==> src/rtl/tg_pkg.sv <==
`timescale 1ns/1ps
package tg_pkg;
    // default geometry: 4 columns of 64 comparators -> 8-bit code
    localparam int unsigned TG_COL_BITS_DEF  = 2;
    localparam int unsigned TG_FINE_BITS_DEF = 6;

    // reflected binary conversion on a wide word; callers slice the result
    function automatic logic [31:0] tg_to_gray(input logic [31:0] bin);
        return bin ^ (bin >> 1);
    endfunction
endpackage

==> src/rtl/tg_bubble_filter.sv <==
`timescale 1ns/1ps
module tg_bubble_filter #(
    parameter int unsigned WIDTH = 256
) (
    input  logic [WIDTH-1:0] raw_i,
    output logic [WIDTH-1:0] clean_o
);
    // each bit becomes the 2-of-3 vote of itself and its neighbours;
    // virtual neighbour below bit 0 is 1, above the top bit is 0
    for (genvar i = 0; i < WIDTH; i++) begin : g_vote
        logic below;
        logic above;
        if (i == 0) begin : g_lo_edge
            assign below = 1'b1;
        end else begin : g_lo_mid
            assign below = raw_i[i-1];
        end
        if (i == WIDTH-1) begin : g_hi_edge
            assign above = 1'b0;
        end else begin : g_hi_mid
            assign above = raw_i[i+1];
        end
        assign clean_o[i] = (below & raw_i[i]) | (below & above) | (raw_i[i] & above);
    end
endmodule

==> src/rtl/tg_prio_encoder.sv <==
`timescale 1ns/1ps
module tg_prio_encoder #(
    parameter int unsigned IN_W  = 64,
    parameter int unsigned OUT_W = 6
) (
    input  logic [IN_W-1:0]  therm_i,
    output logic [OUT_W-1:0] code_o
);
    // index of the highest set input; zero when none is set
    always_comb begin
        code_o = '0;
        for (int i = 0; i < IN_W; i++) begin
            if (therm_i[i]) begin
                code_o = OUT_W'(i);
            end
        end
    end
endmodule

==> src/rtl/therm_gray_decoder.sv <==
`timescale 1ns/1ps
module therm_gray_decoder #(
    parameter int unsigned COL_BITS  = tg_pkg::TG_COL_BITS_DEF,
    parameter int unsigned FINE_BITS = tg_pkg::TG_FINE_BITS_DEF
) (
    input  logic                                   clk,
    input  logic                                   rst,
    input  logic [(1<<(COL_BITS+FINE_BITS))-1:0]   therm_in,
    output logic [COL_BITS+FINE_BITS-1:0]          gray_out,
    output logic                                   ovr_out
);
    localparam int unsigned CODE_W   = COL_BITS + FINE_BITS;
    localparam int unsigned NUM_COMP = 1 << CODE_W;
    localparam int unsigned NUM_COL  = 1 << COL_BITS;
    localparam int unsigned COL_W    = 1 << FINE_BITS;

    // capture stage on the falling edge
    logic [NUM_COMP-1:0] cap_q;
    always_ff @(negedge clk) begin
        if (rst) cap_q <= '0;
        else     cap_q <= therm_in;
    end

    logic [NUM_COMP-1:0] clean;
    tg_bubble_filter #(.WIDTH(NUM_COMP)) u_filter (
        .raw_i  (cap_q),
        .clean_o(clean)
    );

    // shift up by one with a constant 1 at the bottom: position m of the
    // shifted vector stands for "value is at least m", so each column sees
    // exactly COL_W positions and the column base bit tells if it is reached
    logic [NUM_COMP-1:0] reach;
    assign reach = {clean[NUM_COMP-2:0], 1'b1};

    logic [FINE_BITS-1:0] fine_code [NUM_COL];
    logic [NUM_COL-1:0]   col_hit;

    for (genvar c = 0; c < NUM_COL; c++) begin : g_col
        tg_prio_encoder #(.IN_W(COL_W), .OUT_W(FINE_BITS)) u_fine (
            .therm_i(reach[c*COL_W +: COL_W]),
            .code_o (fine_code[c])
        );
        assign col_hit[c] = reach[c*COL_W];
    end

    logic [COL_BITS-1:0] col_idx;
    tg_prio_encoder #(.IN_W(NUM_COL), .OUT_W(COL_BITS)) u_col (
        .therm_i(col_hit),
        .code_o (col_idx)
    );

    logic              over;
    logic [CODE_W-1:0] bin_val;
    logic [CODE_W-1:0] gray_nxt;
    logic [31:0]       gray_wide;

    assign over      = clean[NUM_COMP-1];
    assign bin_val   = over ? {CODE_W{1'b1}} : {col_idx, fine_code[col_idx]};
    assign gray_wide = tg_pkg::tg_to_gray(32'(bin_val));
    assign gray_nxt  = gray_wide[CODE_W-1:0];

    // output stage, one falling edge after capture
    always_ff @(negedge clk) begin
        if (rst) begin
            gray_out <= '0;
            ovr_out  <= 1'b0;
        end else begin
            gray_out <= gray_nxt;
            ovr_out  <= over;
        end
    end
endmodule

==> config.mk <==
export PLATFORM = sky130hd
export DESIGN_NAME = therm_gray_decoder
export DESIGN_NICKNAME = d
export VERILOG_FILES = /design/src/rtl/tg_pkg.sv /design/src/rtl/tg_bubble_filter.sv /design/src/rtl/tg_prio_encoder.sv /design/src/rtl/therm_gray_decoder.sv
export SDC_FILE = /design/constraint.sdc
export NUM_CORES = 1
export LEC_CHECK = 0
export BUFFER_PORTS_ARGS = -buffer_cell sky130_fd_sc_hd__buf_2
export CORE_ASPECT_RATIO = 1.5
export CORE_UTILIZATION = 35
export CTS_CLUSTER_SIZE = 8
export DETAILED_ROUTE_END_ITERATION = 8
export PLACE_DENSITY = 0.52
export SETUP_SLACK_MARGIN = 0.4
export SYNTH_ARGS = -nofsm -noshare
export SYNTH_HDL_FRONTEND = slang
export SYNTH_SLANG_ARGS = --single-unit
==> constraint.sdc <==
create_clock -name clk -period 3.5 [get_ports clk]
set_clock_uncertainty 0.05 [all_clocks]
set_input_delay 0.525 -clock clk [delete_from_list [all_inputs] [get_ports clk]]
set_output_delay 0.525 -clock clk [all_outputs]
set_load 0.02 [all_outputs]
Word-level counts from Yosys, hierarchy flattened
Cells that the tools add are included.
- flip-flop bits (word level): 265
- input port bits: 258
- output and inout bits: 9
- word-level logic and storage cells: 1284
- $lt $le $gt $ge: 1
- multiplexer cells: 259
- bitwise gates (word level): 1021
- operators with widths (kind ; number):
    $mux W6 ; 130
    $or A1 B1 Y1 ; 510
    $and A1 B1 Y1 ; 509
    $mux W5 ; 64
    $mux W4 ; 32
    $mux W3 ; 16
    $mux W2 ; 10
    $bmux W6 S2 ; 1
    $mux W8 ; 1
    $xor A8 B7 Y8 ; 1
    $mux W1 ; 5
    $ge A3 B3 Y1 const B ; 1
    $not A2 Y3 ; 1

Depth between registers and ports, before layout
Gate-level depths: netlist (run 1).
- word-level depth: 71
- depth in mapped cells: 15
- depth with buffers taken out: 14

Cells and area by module
From an unflattened synthesis (run 1), not the netlist that was laid out.
- cell total of the unflattened synthesis: 1399
- area total of the unflattened synthesis: 13091.3 µm²
- by module, submodules not included (module ; times used ; cells each ; area an instance (µm²) ; seq. area each (µm²)):
    therm_gray_decoder ; 1 ; 592 ; 7353.3 ; 5305.1
    tg_prio_encoder (g_col[0].u_fine ...) ; 4 ; 137 ; 789.5 ; 0.0
    tg_bubble_filter ; 1 ; 256 ; 2562.5 ; 0.0
    tg_prio_encoder (u_col) ; 1 ; 3 ; 17.5 ; 0.0

==> results of run 1 <==
## kinds of logic after synthesis
logic type | after synthesis | synth area share [%]
AOI/OAI and AO/OA | 750 | 29.7
xor gates and xnor gates | 46 | 2.38
adders and majority gates | 11 | 0.659
buffers and inverters | 271 | 6.49
DFF | 265 | 31.4
muxes | 10 | 0.600
and+or+nand+nor | 935 | 28.8
## how the worst min path moves through the flow
stage                    start          end  slack (ns)  cells past startpoint
finish              cap_q[126]  gray_out[6]        0.71                      3
global route        cap_q[255]  gray_out[6]        0.79                      2
CTS                 cap_q[255]  gray_out[6]        0.71                      2
detailed placement  cap_q[254]  gray_out[6]        0.69                      2
global placement    cap_q[254]  gray_out[6]        0.69                      2
floorplan           cap_q[254]      ovr_out        0.51                      2
## layout make-up
type	count	area share (%)
tap	600	3.23
clock inverter	269	4.47
timing repair buffer	577	16.6
sequential	265	23.0
clock buffer	41	4.42
inverter	57	0.921
multi-input combinational	1752	47.4
## per-stage QoR
| stage | setup TNS, ns | power [uW] | cell area (sq um) |
|---|---|---|---|
| floorplan | 0 | 5280 | 16900 |
| global placement | -0.289 | 6100 | 20400 |
| detailed placement | -0.323 | 6120 | 20400 |
| CTS | -0.219 | 10600 | 22900 |
| global route | -0.424 | 11400 | 23200 |
| finish | -0.230 | 10500 | 23200 |
## cells in the final DEF, fill, tap and decap left out, drive strengths merged, types with 9 or more instances in the layout
cell,count
nor2,207
a221oi,18
xnor2,17
a221o,9
a21o,19
nand3,22
dfxtp,265
a211oi,49
nand2,196
maj3,11
o22ai,61
a31oi,38
and3,11
inv,324
buf,576
a311oi,9
a21oi,182
o31ai,24
nor3,61
o211ai,24
o32a,16
o21ai,159
nand3b,13
or2,18
nand2b,18
o21a,13
clkbuf,42
a211o,14
nor2b,297
a22oi,10
nor4,32
xor2,29
o221ai,9
nand4,13
mux2i,9
## flip-flops by register name, summed over array words and instances, names as in the netlist
signal	cells
cap_q	256
ovr_out	1
gray_out	8
## power by group
part	internal [uW]	leakage (uW)	total (uW)	switching, uW
registers	3230	0.00222	3500	272
clock network	2530	0.00194	4660	2130
logic	1190	0.00646	2380	1180
## metal layers
metal  global-route usage (%)  vias up
met4                     11.5        0
met5                        0        -
met3                     4.54      124
met2                     38.7      444
li1                         -     9521
met1                     22.1     8748
## worst min-delay path: cells and delay by family, from the launching register on
family | cells | cell delay (ns)
AO/OA/AOI/OAI | 1 | 0.20
AND/OR/NAND/NOR | 2 | 0.15
flip-flops | 1 | 0.37
## timing repair
| item | CTS | global route |
|---|---|---|
| endpoints found under the hold margin | 0 | 0 |
| setup endpoints to repair | 13 | 14 |
| pin swaps | 40 | 51 |
| setup buffers | 11 | 7 |
| resized for setup | 84 | 74 |
==> impl_metrics.py, run 1 <==
metrics = {
    "logic_synthesis": {
        "synth_largest_area_cell": "dfxtp_1",
        "syn-num-nets": 2546,
        "avgSynthCellArea_sq_um": 7.38,
        "synth_ff_type": "dfxtp_1",
        "synth_common_cells": "297 x nor2b_1, 265 x dfxtp_1, 207 x nor2_1",
        "synth_cells": 2288,
        "synthArstFlopShare_pct": 0,
        "syn_area_sq_mm": 0.0169,
        "ys_warn_count": 0,
        "synth.distinct_cells": 96,
        "yosysTopAreaCellShare_pct": 31.4,
        "synth_area_leaders": "dfxtp_1 31%, nor2b_1 11%, a21oi_1 5.4%",
        "synth.most_common_cell": "nor2b_1",
        "synth_edf_count": 0,
        "ys_ff_latch": 265,
        "seq_area_frac_synth_pct": 31.4,
    },
    "timing": {
        "rsz0062_at_grt": "true",
        "finalCriticalPeriod_ns": 3.73,
        "tightest_slew_ns": 0.686,
        "setup_viol": 1,
        "hold_viol": 0,
        "period_share_pct": 107,
        "drv_slew": 0,
        "whs_ns": 0.714,
        "worst_slack_ns": -0.230,
        "slew_headroom_pct": 53.7,
        "max_freq_ghz": 0.268,
    },
    "clock_network": {
        "clk_pin_slew_ns": 0.04,
        "clock-root-buffer": "clkbuf_16",
        "cts_max_level": 2,
        "ctsHoldBuffers": 0,
        "clk_path_buf_depth": 3,
        "cts_buffers": 39,
        "cts_tree": "done",
        "clock_sinks": 265,
        "clock_latency_ns": 0.59,
    },
    "die": {
        "die_w_um": 181,
        "fp.dieH_um": 271,
        "die-area_sq_mm": 0.0492,
        "start_util_pct": 35.4,
        "ioPinCount": 267,
        "rows": 98,
        "core-area_sq_mm": 0.0477,
    },
    "place": {
        "place_ws_ns": -0.323,
        "place_inst": 3234,
        "dpl.hpwl_um": 40100,
        "numPortBuffers": 266,
        "place_congestion": 0.881,
    },
    "critical_path": {
        "slowest_stage": "mux2_1",
        "cp_max_fo": 3,
        "startpoint_type": "flop",
        "cp.arrival_ns": 5.90,
        "r2r-end": "gray_out[0]",
        "cp_cell_sequence": "a21oi_1 > a21oi_2 > a311o_1 > a221oi_4 > o31ai_4 > a22oi_2 > buf_4 > a2111oi_4 > buf_4 > o31ai_4 > a211oi_2 > a2111oi_4 > nor2_1 > a211o_1 > a32oi_1 > mux2_1",
        "cpPeakStageDelay_ns": 0.34,
        "cp.required_ns": 5.67,
        "rrSetupSlack_ns": -0.23,
        "r2r_start": "cap_q[138]",
        "path_class": "flop to flop",
        "crit_end": "gray_out[0]",
        "crit_path_start": "cap_q[138]",
        "reg2reg_depth": 16,
        "end_kind": "flop",
        "path_depth": 16,
        "critPathTopFamily": "compound AO/OA/AOI/OAI gates",
        "cp_num_buf_inv": 2,
    },
    "finish": {
        "fill_cells": 4877,
        "syn_to_final_growth_pct": 37.5,
        "ff_latch_area_sq_mm": 0.00534,
        "multiInputGateArea_sq_mm": 0.0110,
        "drive_above_1_share_pct": 25.6,
        "post-route-util_pct": 48.7,
        "nets": 3215,
        "antenna_cells": 0,
        "final_cells": 3561,
    },
    "drt": {
        "vias_per_cell": 5.29,
        "topRoutingLayerUsed": "met4",
        "wl_met1_um": 21600,
        "wl_met3_um": 2190,
        "routed_wl_um": 53100,
        "drtIter0Drc": 737,
        "route.met2.wl_um": 27300,
        "vias": 18800,
        "drc": 0,
        "wl_per_cell_um": 14.9,
        "drtPass1Iterations": 5,
        "postRouteAntennaNets": 0,
    },
    "grt": {
        "overflow": 0,
        "grt_pass1_vias": 19000,
        "grt_max_degree": 51,
        "antenna_found_initial": 0,
        "track_usage_pct": 21.0,
        "grt_first_pass_wirelength_um": 86500,
    },
    "status": {
        "status": "finished, violations left",
        "violations": "setup timing",
    },
    "power": {
        "p_leak_uw": 0.0106,
        "ir_worst_vdd_uv": 302,
        "power.density_mw_per_mm2": 454,
    },
    "worst_hold_path": {
        "hold_path.class": "flop to flop",
    },
    "job": {
        "drv_cap": 0,
    },
}
No activity file was read; power rests on OpenSTA's default activity.
==> run 2: changes to the inputs <==
--- a/config.mk
+++ b/config.mk
@@ -10,8 +10,10 @@
 export CORE_UTILIZATION = 35
 export CTS_CLUSTER_SIZE = 8
 export DETAILED_ROUTE_END_ITERATION = 8
+export GPL_TIMING_DRIVEN = 0
 export PLACE_DENSITY = 0.52
 export SETUP_SLACK_MARGIN = 0.4
 export SYNTH_ARGS = -nofsm -noshare
 export SYNTH_HDL_FRONTEND = slang
 export SYNTH_SLANG_ARGS = --single-unit
+export TNS_END_PERCENT = 5
==> run 2 against run 1 <==
Effect of this change: the run still ends with setup timing left; combinational power down 8.4%; core utilization shrank 3.6 points; critical path depth decreased by 1; first-iteration DRC count increased by 3.9%; cell area down 7.4%; maximum frequency is 4.5% lower; critical endpoint unchanged; largest power group unchanged.
==> impl_metrics.py, run 2 (synthesis gave the netlist of run 1 again) <==
metrics = {
    "critical_path": {
        "cp.required_ns": 5.68,
        "slowest_stage": "or4_4",
        "critPathTopFamily": "compound AO/OA/AOI/OAI gates",
        "cp.arrival_ns": 6.09,
        "cp_max_fo": 10,
        "startpoint_type": "flop",
        "cp_cell_sequence": "buf_6 > or4_4 > a32oi_2 > o2111a_2 > o31ai_4 > a22oi_2 > buf_4 > o32ai_4 > o311a_1 > and3b_4 > nor4_1 > nor2_2 > a211o_1 > a32oi_1 > mux2_1",
        "cpPeakStageDelay_ns": 0.53,
        "path_class": "flop to flop",
        "rrSetupSlack_ns": -0.41,
        "end_kind": "flop",
        "cp_num_buf_inv": 2,
    },
    "grt": {
        "grt_pass1_vias": 18000,
        "track_usage_pct": 20.4,
        "grt_max_degree": 11,
        "use_met3_pct": 5.10,
        "grt_first_pass_wirelength_um": 83300,
        "grtUsageMet1_pct": 22.1,
        "use_met2_pct": 37.1,
        "antenna_found_initial": 0,
        "overflow": 0,
        "top_usage_layer": "met2",
    },
    "timing": {
        "period_share_pct": 112,
        "worst_slack_ns": -0.407,
        "hold_viol": 0,
        "whs_ns": 0.718,
        "slew_headroom_pct": 54.8,
        "finalSetupTns_ns": -0.407,
        "max_freq_ghz": 0.256,
        "setup_viol": 1,
        "drv_slew": 0,
        "tightest_slew_ns": 0.669,
        "finalCriticalPeriod_ns": 3.91,
        "rsz0062_at_grt": "true",
    },
    "finish": {
        "top_regs": "cap_q: 256 flops, gray_out: 8 flops, ovr_out: 1 flops",
        "largest-register": "cap_q",
        "post-route-util_pct": 45.1,
        "syn_to_final_growth_pct": 27.3,
        "final_common_cell": "inv_1",
        "nets": 3129,
        "largest_register_ffs": 256,
        "antenna_cells": 0,
        "drive_above_1_share_pct": 16.7,
        "final_cell_mix": "323 x inv_1, 296 x nor2b_1, 291 x buf_2",
    },
    "clock_network": {
        "ctsHoldBuffers": 0,
        "clock_latency_ns": 0.60,
        "cts_max_level": 2,
        "cts_tree": "done",
        "clock-root-buffer": "clkbuf_16",
        "cts_buffers": 39,
        "clk_pin_slew_ns": 0.04,
        "clock_sinks": 265,
        "clk_path_buf_depth": 3,
    },
    "die": {
        "start_util_pct": 35.4,
        "die-area_sq_mm": 0.0492,
        "ioPinCount": 267,
        "fp.dieH_um": 271,
        "core-area_sq_mm": 0.0477,
        "die_w_um": 181,
        "rows": 98,
    },
    "power": {
        "ir_worst_vdd_uv": 338,
        "p_leak_uw": 0.00951,
        "power.density_mw_per_mm2": 469,
    },
    "drt": {
        "drtIter0Drc": 766,
        "drtPass1Iterations": 5,
        "vias_per_cell": 5.26,
        "wl_per_cell_um": 14.8,
        "postRouteAntennaNets": 0,
        "routed_wl_um": 51500,
        "drc": 0,
        "vias": 18300,
    },
    "place": {
        "numPortBuffers": 266,
        "place_congestion": 0.881,
        "place_ws_ns": -0.651,
        "dpl.hpwl_um": 38400,
    },
    "status": {
        "violations": "setup timing",
        "status": "finished, violations left",
    },
    "worst_hold_path": {
        "hold_path.class": "flop to flop",
    },
    "job": {
        "drv_cap": 0,
    },
}
-- run 2: changes by cell type in the layout (fill, tap and decap cells not counted), sizes merged --
cell / before / now
buf: 576 / 322
inv: 324 / 325
clkbuf: 42 / 208
-- run 2: where the power goes --
group          total (uW)  leakage [uW]  internal [uW]  switching (uW)
Clock                4530       0.00192           2440            2090
Combinational        2180       0.00537            954            1230
Sequential           3380       0.00221           3230             148
-- run 2: area by class of cell --
class / instances / area, sq um
repair buffers: 278 / 1480
flip-flops and latches: 265 / 5330
multi-input cells: 1752 / 10800
inverters: 57 / 214
clock inverters: 270 / 1050
plain buffers: 213 / 948
clock buffers: 39 / 976
well taps: 600 / 751
fillers: 4963 / 26200
-- run 2: path summary, 6_finish.rpt --
check	end	from	depth (start not counted)
max	gray_out[0]	cap_q[158]	15
min	gray_out[5]	cap_q[255]	2
max reg2reg	gray_out[0]	cap_q[158]	15
min reg2reg	gray_out[5]	cap_q[255]	2
-- run 2: per-stage QoR --
stage / instances / instance area [sq um] / power, uW
detailed placement: 3154 / 19000 / 5890
finish: 3474 / 21500 / 10100
global route: 3474 / 21500 / 10900
floorplan: 2288 / 16900 / 5280
CTS: 3464 / 21200 / 10200
global placement: 3154 / 19000 / 5870
-- run 2: layer usage --
metal	wire length (um)	share of wire [%]
met1	21200	41
met2	26500	51
met3	2410	4.7
met4	1380	2.7
met5	0	0
-- run 2: worst min-delay path, stage by stage (launching register included) --
cell and delay [ns]:
dfxtp_1 0.40, and2_1 0.24, nor3_1 0.07
-- run 2: what timing repair did --
action | in CTS | in global routing
endpoints found under the setup margin | 235 | 16
buffers inserted | 2 | 10
pin swaps | 10 | 26
resized for setup | 72 | 61
